[src/rtl/synth_cfg_ctrl.sv]
module synth_cfg_ctrl #(
  parameter int M_W   = 9,
  parameter int N_W   = 2,
  parameter int M_DEF = 20,
  parameter int N_DEF = 1,
  parameter int M_LO  = 8,
  parameter int M_HI  = 28,
  parameter int SYNC  = 2
) (
  input  logic           clk,
  input  logic           rst_n,
  input  logic           par_load_n,
  input  logic [M_W-1:0] par_m,
  input  logic [N_W-1:0] par_n,
  input  logic           ser_clk,
  input  logic           ser_dat,
  input  logic           ser_load,
  input  logic           fb_clk,
  input  logic           div_clk,
  output logic [M_W-1:0] m_val,
  output logic [N_W-1:0] n_code,
  output logic           test_o,
  output logic           m_invalid,
  output logic           cfg_update
);
  localparam int FRAME_W = 3 + N_W + M_W;
  localparam logic [M_W-1:0] M_RST = M_W'(M_DEF);
  localparam logic [N_W-1:0] N_RST = N_W'(N_DEF);
  localparam logic INV_RST = (M_DEF < M_LO) || (M_DEF > M_HI);

  logic [SYNC:0]   sclk_q, sld_q, pld_q;
  logic [SYNC-1:0] dat_q;
  logic            sclk_rise, sld_rise, sld_s, pld_s, dat_s;
  logic [FRAME_W-1:0] sr, sr_nxt;
  logic [1:0]      t_reg, t_nxt;
  logic [M_W-1:0]  m_nxt;
  logic [N_W-1:0]  n_nxt;

  always_ff @(posedge clk or negedge rst_n) begin
    if (!rst_n) begin
      sclk_q <= '0;
      sld_q  <= '0;
      pld_q  <= '1;
      dat_q  <= '0;
    end else begin
      sclk_q <= {sclk_q[SYNC-1:0], ser_clk};
      sld_q  <= {sld_q[SYNC-1:0], ser_load};
      pld_q  <= {pld_q[SYNC-1:0], par_load_n};
      dat_q  <= {dat_q[SYNC-2:0], ser_dat};
    end
  end

  assign sclk_rise = sclk_q[SYNC-1] & ~sclk_q[SYNC];
  assign sld_s     = sld_q[SYNC-1];
  assign sld_rise  = sld_s & ~sld_q[SYNC];
  assign pld_s     = pld_q[SYNC-1];
  assign dat_s     = dat_q[SYNC-1];

  assign sr_nxt = (sclk_rise && pld_s) ? {sr[FRAME_W-2:0], dat_s} : sr;

  always_comb begin
    m_nxt = m_val;
    n_nxt = n_code;
    t_nxt = t_reg;
    if (!pld_s) begin
      m_nxt = par_m;
      n_nxt = par_n;
    end else if (sld_s && (sld_rise || sclk_rise)) begin
      m_nxt = sr_nxt[M_W-1:0];
      n_nxt = sr_nxt[M_W+N_W-1:M_W];
      t_nxt = sr_nxt[FRAME_W-1:FRAME_W-2];
    end
  end

  always_ff @(posedge clk or negedge rst_n) begin
    if (!rst_n) begin
      sr         <= '0;
      m_val      <= M_RST;
      n_code     <= N_RST;
      t_reg      <= 2'b00;
      m_invalid  <= INV_RST;
      cfg_update <= 1'b0;
    end else begin
      sr         <= sr_nxt;
      m_val      <= m_nxt;
      n_code     <= n_nxt;
      t_reg      <= t_nxt;
      m_invalid  <= (int'(m_nxt) < M_LO) || (int'(m_nxt) > M_HI);
      cfg_update <= (m_nxt != m_val) || (n_nxt != n_code);
    end
  end

  always_comb begin
    test_o = 1'b0;
    if (pld_s) begin
      case (t_reg)
        2'b01:   test_o = ser_dat;
        2'b10:   test_o = fb_clk;
        2'b11:   test_o = div_clk;
        default: test_o = 1'b0;
      endcase
    end
  end
endmodule

[config.mk]
export PLATFORM = sky130hd
export DESIGN_NAME = synth_cfg_ctrl
export DESIGN_NICKNAME = d
export VERILOG_FILES = /design/src/rtl/synth_cfg_ctrl.sv
export SDC_FILE = /design/constraint.sdc
export NUM_CORES = 1
export LEC_CHECK = 0
export ABC_AREA = 1
export ABC_CLOCK_PERIOD_IN_PS = 1500
export BUFFER_PORTS_ARGS = -buffer_cell sky130_fd_sc_hd__buf_2
export CAP_MARGIN = 15
export CORE_ASPECT_RATIO = 2
export CORE_MARGIN = 4
export CORE_UTILIZATION = 30
export CTS_CLUSTER_SIZE = 30
export DETAILED_ROUTE_END_ITERATION = 16
export PLACE_DENSITY_LB_ADDON = 0.25
export SETUP_SLACK_MARGIN = 0.15
export SYNTH_ARGS = -nofsm -noshare
export SYNTH_HDL_FRONTEND = slang
export SYNTH_SLANG_ARGS = --single-unit
[constraint.sdc]
create_clock -name clk -period 1.5 [get_ports clk]
set_input_delay 0.225 -clock clk [delete_from_list [all_inputs] [get_ports clk]]
set_output_delay 0.225 -clock clk [all_outputs]
set_load 0.02 [all_outputs]
==> metrics.md, run 1 <==
| Metric | Value |
|---|---|
| Hold Crit Start | par_load_n |
| Final WL | 5.11 mm |
| I/O pin cnt | 33 |
| Number of cell rows | 41 |
| Hold Crit Class | primary input to flip-flop |
| Max FFs per register | 14 |
| Final core occ | 0.461 |
| GPL Wtd Cong | 0.764 |
| Final min period | 1820 ps |
| Cell variety after synth | 23 |
| Peak supply drop | 0.755 mV |
| Core Area | 6260 um2 |
| Final slew viol count | 0 |
| Critical R2R Launch | pld_q[1]$_DFF_PN1_ |
| Pin count of the biggest net entering global routing | 40 |
| Failing checks | negative setup slack |
| Total gr overflow | 0 |
| DR WL/cell | 12.8 um |
| Layout cells sized above 1 | 0.498 |
| Max-cap violations | 0 |
| Clock Root Buffer | clkbuf_16 |
| Setup ws final | -320 ps |
| Reg clk slew, reported paths | 70 ps |
| Syn avg cell area | 8.05 um2 |
| Chip height | 121 um |
| Worst Path Max Fanout | 6 |
| Unrepaired setup endpoints after global routing | true |
| Post-synthesis xor/xnor area fraction | 0 |
| PortBufs | 32 |
| Main combinational cell family by area after synthesis | simple AND/OR/NAND/NOR gates |
| DP HPWL | 3.45 mm |
| Mapped cell area | 1920 um2 |
| Clk buf depth | 2 |
| Die area | 7810 um2 |
| Sequential share of the synthesized area | 0.513 |
| Cts bufs inserted | 5 |
| Crit path DAT | 2000 ps |
| Setup CP Type | flip-flop to flip-flop |
| H-tree levels | 2 |
| Via/cell ratio | 4.42 |
| Area after DPL | 2320 um2 |
| R2R depth | 10 |
| Largest Register | sr |
| Nets@finish | 331 |
| Total GRT Usage | 0.134 |
| Count of final setup violators | 8 |
| Fraction of synthesized area in multiplexers | 0.00588 |
| Number of synthesized register bits | 39 |
| Die outline width | 64.5 um |
| Synth Area in Compound Gates | 0.0810 |
| Leakage | 1.45 nW |
| Post-Synth Adder-Cell Area | 0 |
| Final ANT Viol Nets | 0 |
| Cells after synthesis | 238 |
| Final period util | 1.21 |
| Post-Synth Simple-Gate Area | 0.306 |
| Initial antenna violation count | 0 |
| Number of global-route vias before repair | 1685 |
| Number of diodes | 0 |
| R2R Setup Slk | -320 ps |
| Number of clock sinks | 39 |
| DRT Pass-1 Iters | 4 |
| Outcome | finished with violations |
| CTS tree | done |
| Setup Skew | 7.34 ps |
| Final Hold Vio Count | 0 |
| TNS Setup | -945 ps |
| Vias | 1762 |
| Power Density | 1190 nW/um2 |
| First-pass GRT wire length | 7.93 mm |
| Clock Latency Late Sink | 290 ps |
| Rel. slew slack | 0.849 |
| CP endpoint kind | flip-flop |
| Post-Layout Inst Area | 2890 um2 |
| Fmax achieved | 549 MHz |
| Worst Hold Path EP | pld_q[0]$_DFF_PN1_ |
| Worst setup SP type | flip-flop |
| P&R area growth vs syn | 50.7% |
| Drt drc | 0 |
| Slew at the pin closest to its max-slew limit | 226 ps |
| Reg-to-reg endpoint | cfg_update$_DFF_PN0_ |
| Synth Warn # | 0 |
| Initial Util | 0.306 |
| CP Data Required Time | 1680 ps |
| Initial DRC Count | 42 |
| Hold Path Stages | 1 |
| Syn Nets | 257 |
| Biggest regs | sr (14), m_val (9) |
==> cells in the mapped netlist (all sizes together) <==
| master | count | area [um2] |
|---|---|---|
| a21boi | 1 | 11.3 |
| a21oi | 8 | 47.6 |
| buf | 7 | 56.3 |
| dfrtp | 34 | 851 |
| dfstp | 5 | 131 |
| inv | 33 | 124 |
| mux2 | 1 | 11.3 |
| nand2 | 88 | 343 |
| nand3 | 23 | 125 |
| nand3b | 1 | 7.51 |
| nand4 | 5 | 31.3 |
| nor2 | 10 | 37.5 |
| nor3 | 1 | 5.00 |
| o211ai | 1 | 7.51 |
| o21ai | 14 | 88.8 |
| or2 | 6 | 37.5 |
==> report_power, final <==
| part | switching [W] | internal [W] |
|---|---|---|
| logic | 0.000474 | 0.000380 |
| registers | 0.000117 | 0.00122 |
| clock network | 0.000458 | 0.000793 |
==> layout by cell type, fill, tap and decap left out, drive strengths merged <==
master       instances
nand2               88
buf                 72
dfrtp               34
inv                 33
nand3               24
o21ai               14
nor2                10
a21oi                8
or2                  6
nand4                5
clkbuf               5
dfstp                5
clkinvlp             1
a21boi               1
nor3                 1
nand3b               1
o211ai               1
mux2                 1
bufinv               1
clkinv               1
dlygate4sd3          1
==> cell type report <==
type,count,area [um2]
well taps,86,108
repair buffers,73,563
multi-input cells,160,932
fillers,661,3370
clock inverters,3,47.5
flip-flops and latches,39,983
inverters,33,128
clock buffers,5,125
==> logic make-up after synthesis <==
logic type      count (synthesis)
simple gates                  134
buf+inv                        40
mux                             1
compound gates                 24
flops                          39
==> critical path, cell delays in order, from the launching register on <==
cell and delay (ps):
dfstp_2 630, clkinvlp_4 200, buf_4 180, a21oi_2 110
nand2_2 70, nand3_1 60, nand2_1 60, nor2_2 150
nand2_1 90, nor2_1 100, nand2_1 50
==> routing by layer <==
metal	global-route usage	vias to the layer above	part of all wire
li1	-	898	-
met1	0.150	829	0.38
met2	0.232	25	0.56
met3	0.0259	10	0.023
met4	0.0768	0	0.035
met5	0	-	0
==> stage by stage <==
stage          std cells  total power [W]  hold slack, ps  setup slack (ps)
6_report             399          0.00344            28.6              -320
5_1_grt              399          0.00363            20.4              -452
4_1_cts              385          0.00331            24.2              -282
3_5_place_dp         370          0.00199             210              -378
3_3_place_gp         370          0.00199             211              -370
2_1_floorplan        238          0.00174           -70.6             -46.1
==> worst max path at each step <==
stage,from,to,slack (ps),cells past startpoint
3_3_place_gp,pld_q[1]$_DFF_PN1_,cfg_update$_DFF_PN0_,-370,11
6_report,pld_q[1]$_DFF_PN1_,cfg_update$_DFF_PN0_,-320,10
2_1_floorplan,pld_q[1]$_DFF_PN1_,cfg_update$_DFF_PN0_,-50,12
4_1_cts,pld_q[1]$_DFF_PN1_,cfg_update$_DFF_PN0_,-280,10
5_1_grt,pld_q[1]$_DFF_PN1_,cfg_update$_DFF_PN0_,-450,12
3_5_place_dp,pld_q[1]$_DFF_PN1_,cfg_update$_DFF_PN0_,-380,11
==> what timing repair did <==
action | 4_1_cts | 5_1_grt
endpoints found under the hold margin | 34 | 0
pin swaps | 1 | 20
setup buffers | 5 | 14
gates resized for setup | 14 | 64
endpoints found under the setup margin | 16 | 19
gates cloned | 1 | 0
hold buffers | 1 | 0
Note: power is estimated with default switching activity, not from simulation.
==> run 2, diff against run 1 <==
- ABC_CLOCK_PERIOD_IN_PS: 1500 -> 1900
- CTS_BUF_LIST: not set -> sky130_fd_sc_hd__clkbuf_16
- clock period: 1.5 -> 1.9 ns (I/O delays scaled with it)
==> run 2 against run 1 <==
  * The flow now finishes without violations
  * Cell count down 6.3%
  * Power shrank 32%
  * Sequential power decreased by 22%
  * Critical path type unchanged
  * Largest cell class unchanged
  * Core utilization is 6.0 points lower
  * Design area fell by 13%
  * Largest power group unchanged
==> metrics.md, run 2 (same netlist as run 1, synthesis figures left out) <==
| Metric | Value |
|---|---|
| Layout filler cell count | 685 |
| H-tree levels | 2 |
| Total GRT Usage | 0.133 |
| Final min period | 1780 ps |
| Sw Share | 0.301 |
| Final slew viol count | 0 |
| DR WL/cell | 13.0 um |
| Max-cap violations | 0 |
| CP Data Required Time | 2120 ps |
| Core Area | 6260 um2 |
| Unrepaired setup endpoints after global routing | true |
| Final std cells w/o fill | 374 |
| Setup Skew | 3.90 ps |
| Number of clock sinks | 39 |
| Power Density | 934 nW/um2 |
| First-pass GRT wire length | 7.91 mm |
| Vias | 1680 |
| Drt drc | 0 |
| Initial antenna violation count | 0 |
| Slew at the pin closest to its max-slew limit | 497 ps |
| Final ANT Viol Nets | 0 |
| Commonest cells after routing, fill and taps aside | 80 x nand2_1, 34 x dfrtp_1, 33 x inv_1, 32 x buf_2, 19 x nand3_1 |
| Via/cell ratio | 4.49 |
| Total Power | 0.00235 W |
| Switch Pwr | 0.000706 W |
| Logic pwr share | 0.228 |
| Outcome | finished clean |
| Chip height | 121 um |
| Count of final setup violators | 0 |
| Commonest non-fill, non-tap cell in the layout | nand2_1 |
| PortBufs | 32 |
| Cts bufs inserted | 5 |
| Total gr overflow | 0 |
| DRT Pass-1 Iters | 4 |
| Final period util | 0.937 |
| Sequential share of power | 0.442 |
| Clk buf depth | 2 |
| Fmax achieved | 562 MHz |
| Power share of the clock group | 0.330 |
| Initial DRC Count | 36 |
| CP endpoint kind | flip-flop |
| Hold Crit Class | primary input to flip-flop |
| Biggest regs | sr (14), m_val (9) |
| Number of diodes | 0 |
| Peak supply drop | 0.594 mV |
| Setup CP Type | flip-flop to flip-flop |
| TNS Setup | 0 ps |
| Number of cell rows | 41 |
| Leakage | 1.31 nW |
| GPL Wtd Cong | 0.783 |
| Internal power | 0.00164 W |
| Number of global-route vias before repair | 1709 |
| Nets@finish | 306 |
| DP HPWL | 3.59 mm |
| Clock Root Buffer | clkbuf_16 |
| Die outline width | 64.5 um |
| Layout cells sized above 1 | 0.313 |
| Worst setup SP type | flip-flop |
| Placed Instances | 357 |
| Rel. slew slack | 0.669 |
| P&R area growth vs syn | 31.2% |
| CTS tree | done |
| Crit path DAT | 2000 ps |
| Final Hold Vio Count | 0 |
| Pin count of the biggest net entering global routing | 23 |
| Final WL | 4.86 mm |
| Die area | 7810 um2 |
| I/O pin cnt | 33 |
| Reg clk slew, reported paths | 50 ps |
| Worst Path Max Fanout | 9 |
| Post-Layout Inst Area | 2510 um2 |
| Largest Register | sr |
| Initial Util | 0.306 |
| Area after DPL | 2210 um2 |
| Max FFs per register | 14 |
| Clock Latency Late Sink | 280 ps |
==> run 2: final cells by class <==
type / count / area, um2 / share of cell area
clock buffers: 5 / 125 / 0.0498
clock inverters: 3 / 12.5 / 0.00498
inverters: 33 / 124 / 0.0493
multi-input cells: 159 / 801 / 0.319
flip-flops and latches: 39 / 982 / 0.391
well taps: 86 / 108 / 0.0428
repair buffers: 49 / 360 / 0.143
==> run 2: through the flow <==
step,util,hold WS [ps],setup slack [ps]
2_1_floorplan,-,-10.6,333
3_3_place_gp,0.353,277,90.9
3_5_place_dp,0.353,280,81.2
4_1_cts,0.383,108,161
5_1_grt,0.401,113,-35.3
6_report,0.401,114,119
==> run 2: critical path: stages (launching register included) <==
cell     delay (ps)
dfstp_2         610
nand3_4         120
buf_8           160
o21ai_2         160
nand2_1          70
nand3_1          90
nand2_1          80
nor3_1          210
o21ai_1         140
nand2_1          80
==> run 2: power groups by stage <==
stage / combinational (W) / clock (W) / sequential (W)
CTS: 0.000503 / 0.000802 / 0.00104
floorplan: 0.000303 / 0 / 0.00107
detailed placement: 0.000493 / 0 / 0.00105
global placement: 0.000488 / 0 / 0.00105
global route: 0.000608 / 0.000839 / 0.00105
finish: 0.000536 / 0.000774 / 0.00104
==> run 2: per-layer routing <==
| metal | vias up | GRT usage | part of all wire |
|---|---|---|---|
| li1 | 843 | - | - |
| met2 | 24 | 0.258 | 0.58 |
| met5 | - | 0 | 0 |
| met4 | 0 | 0.0728 | 0.042 |
| met1 | 803 | 0.133 | 0.35 |
| met3 | 10 | 0.0158 | 0.022 |
==> run 2: timing repair <==
action | in CTS | in global routing
hold buffers | 1 | 0
gates resized for setup | 8 | 12
setup buffers | 1 | 6
endpoints found under the setup margin | 2 | 2
hold endpoints to repair | 13 | 0
cloned | 0 | 1
pin swaps | 0 | 2
==> run 2: path summary, 6_finish.rpt <==
path | start | cells after the start | end | slack (ps)
worst min-delay path | par_load_n | 1 | pld_q[0]$_DFF_PN1_ | 110
worst min register to register | sld_q[0]$_DFF_PN0_ | 0 | sld_q[1]$_DFF_PN0_ | 350
worst max-delay path | pld_q[1]$_DFF_PN1_ | 9 | m_invalid$_DFF_PN0_ | 120
max in group asynchronous | rst_n | 3 | pld_q[1]$_DFF_PN1_ | 830
worst max register to register | pld_q[1]$_DFF_PN1_ | 9 | m_invalid$_DFF_PN0_ | 120
min in group asynchronous | rst_n | 2 | m_val[1]$_DFF_PN0_ | 500
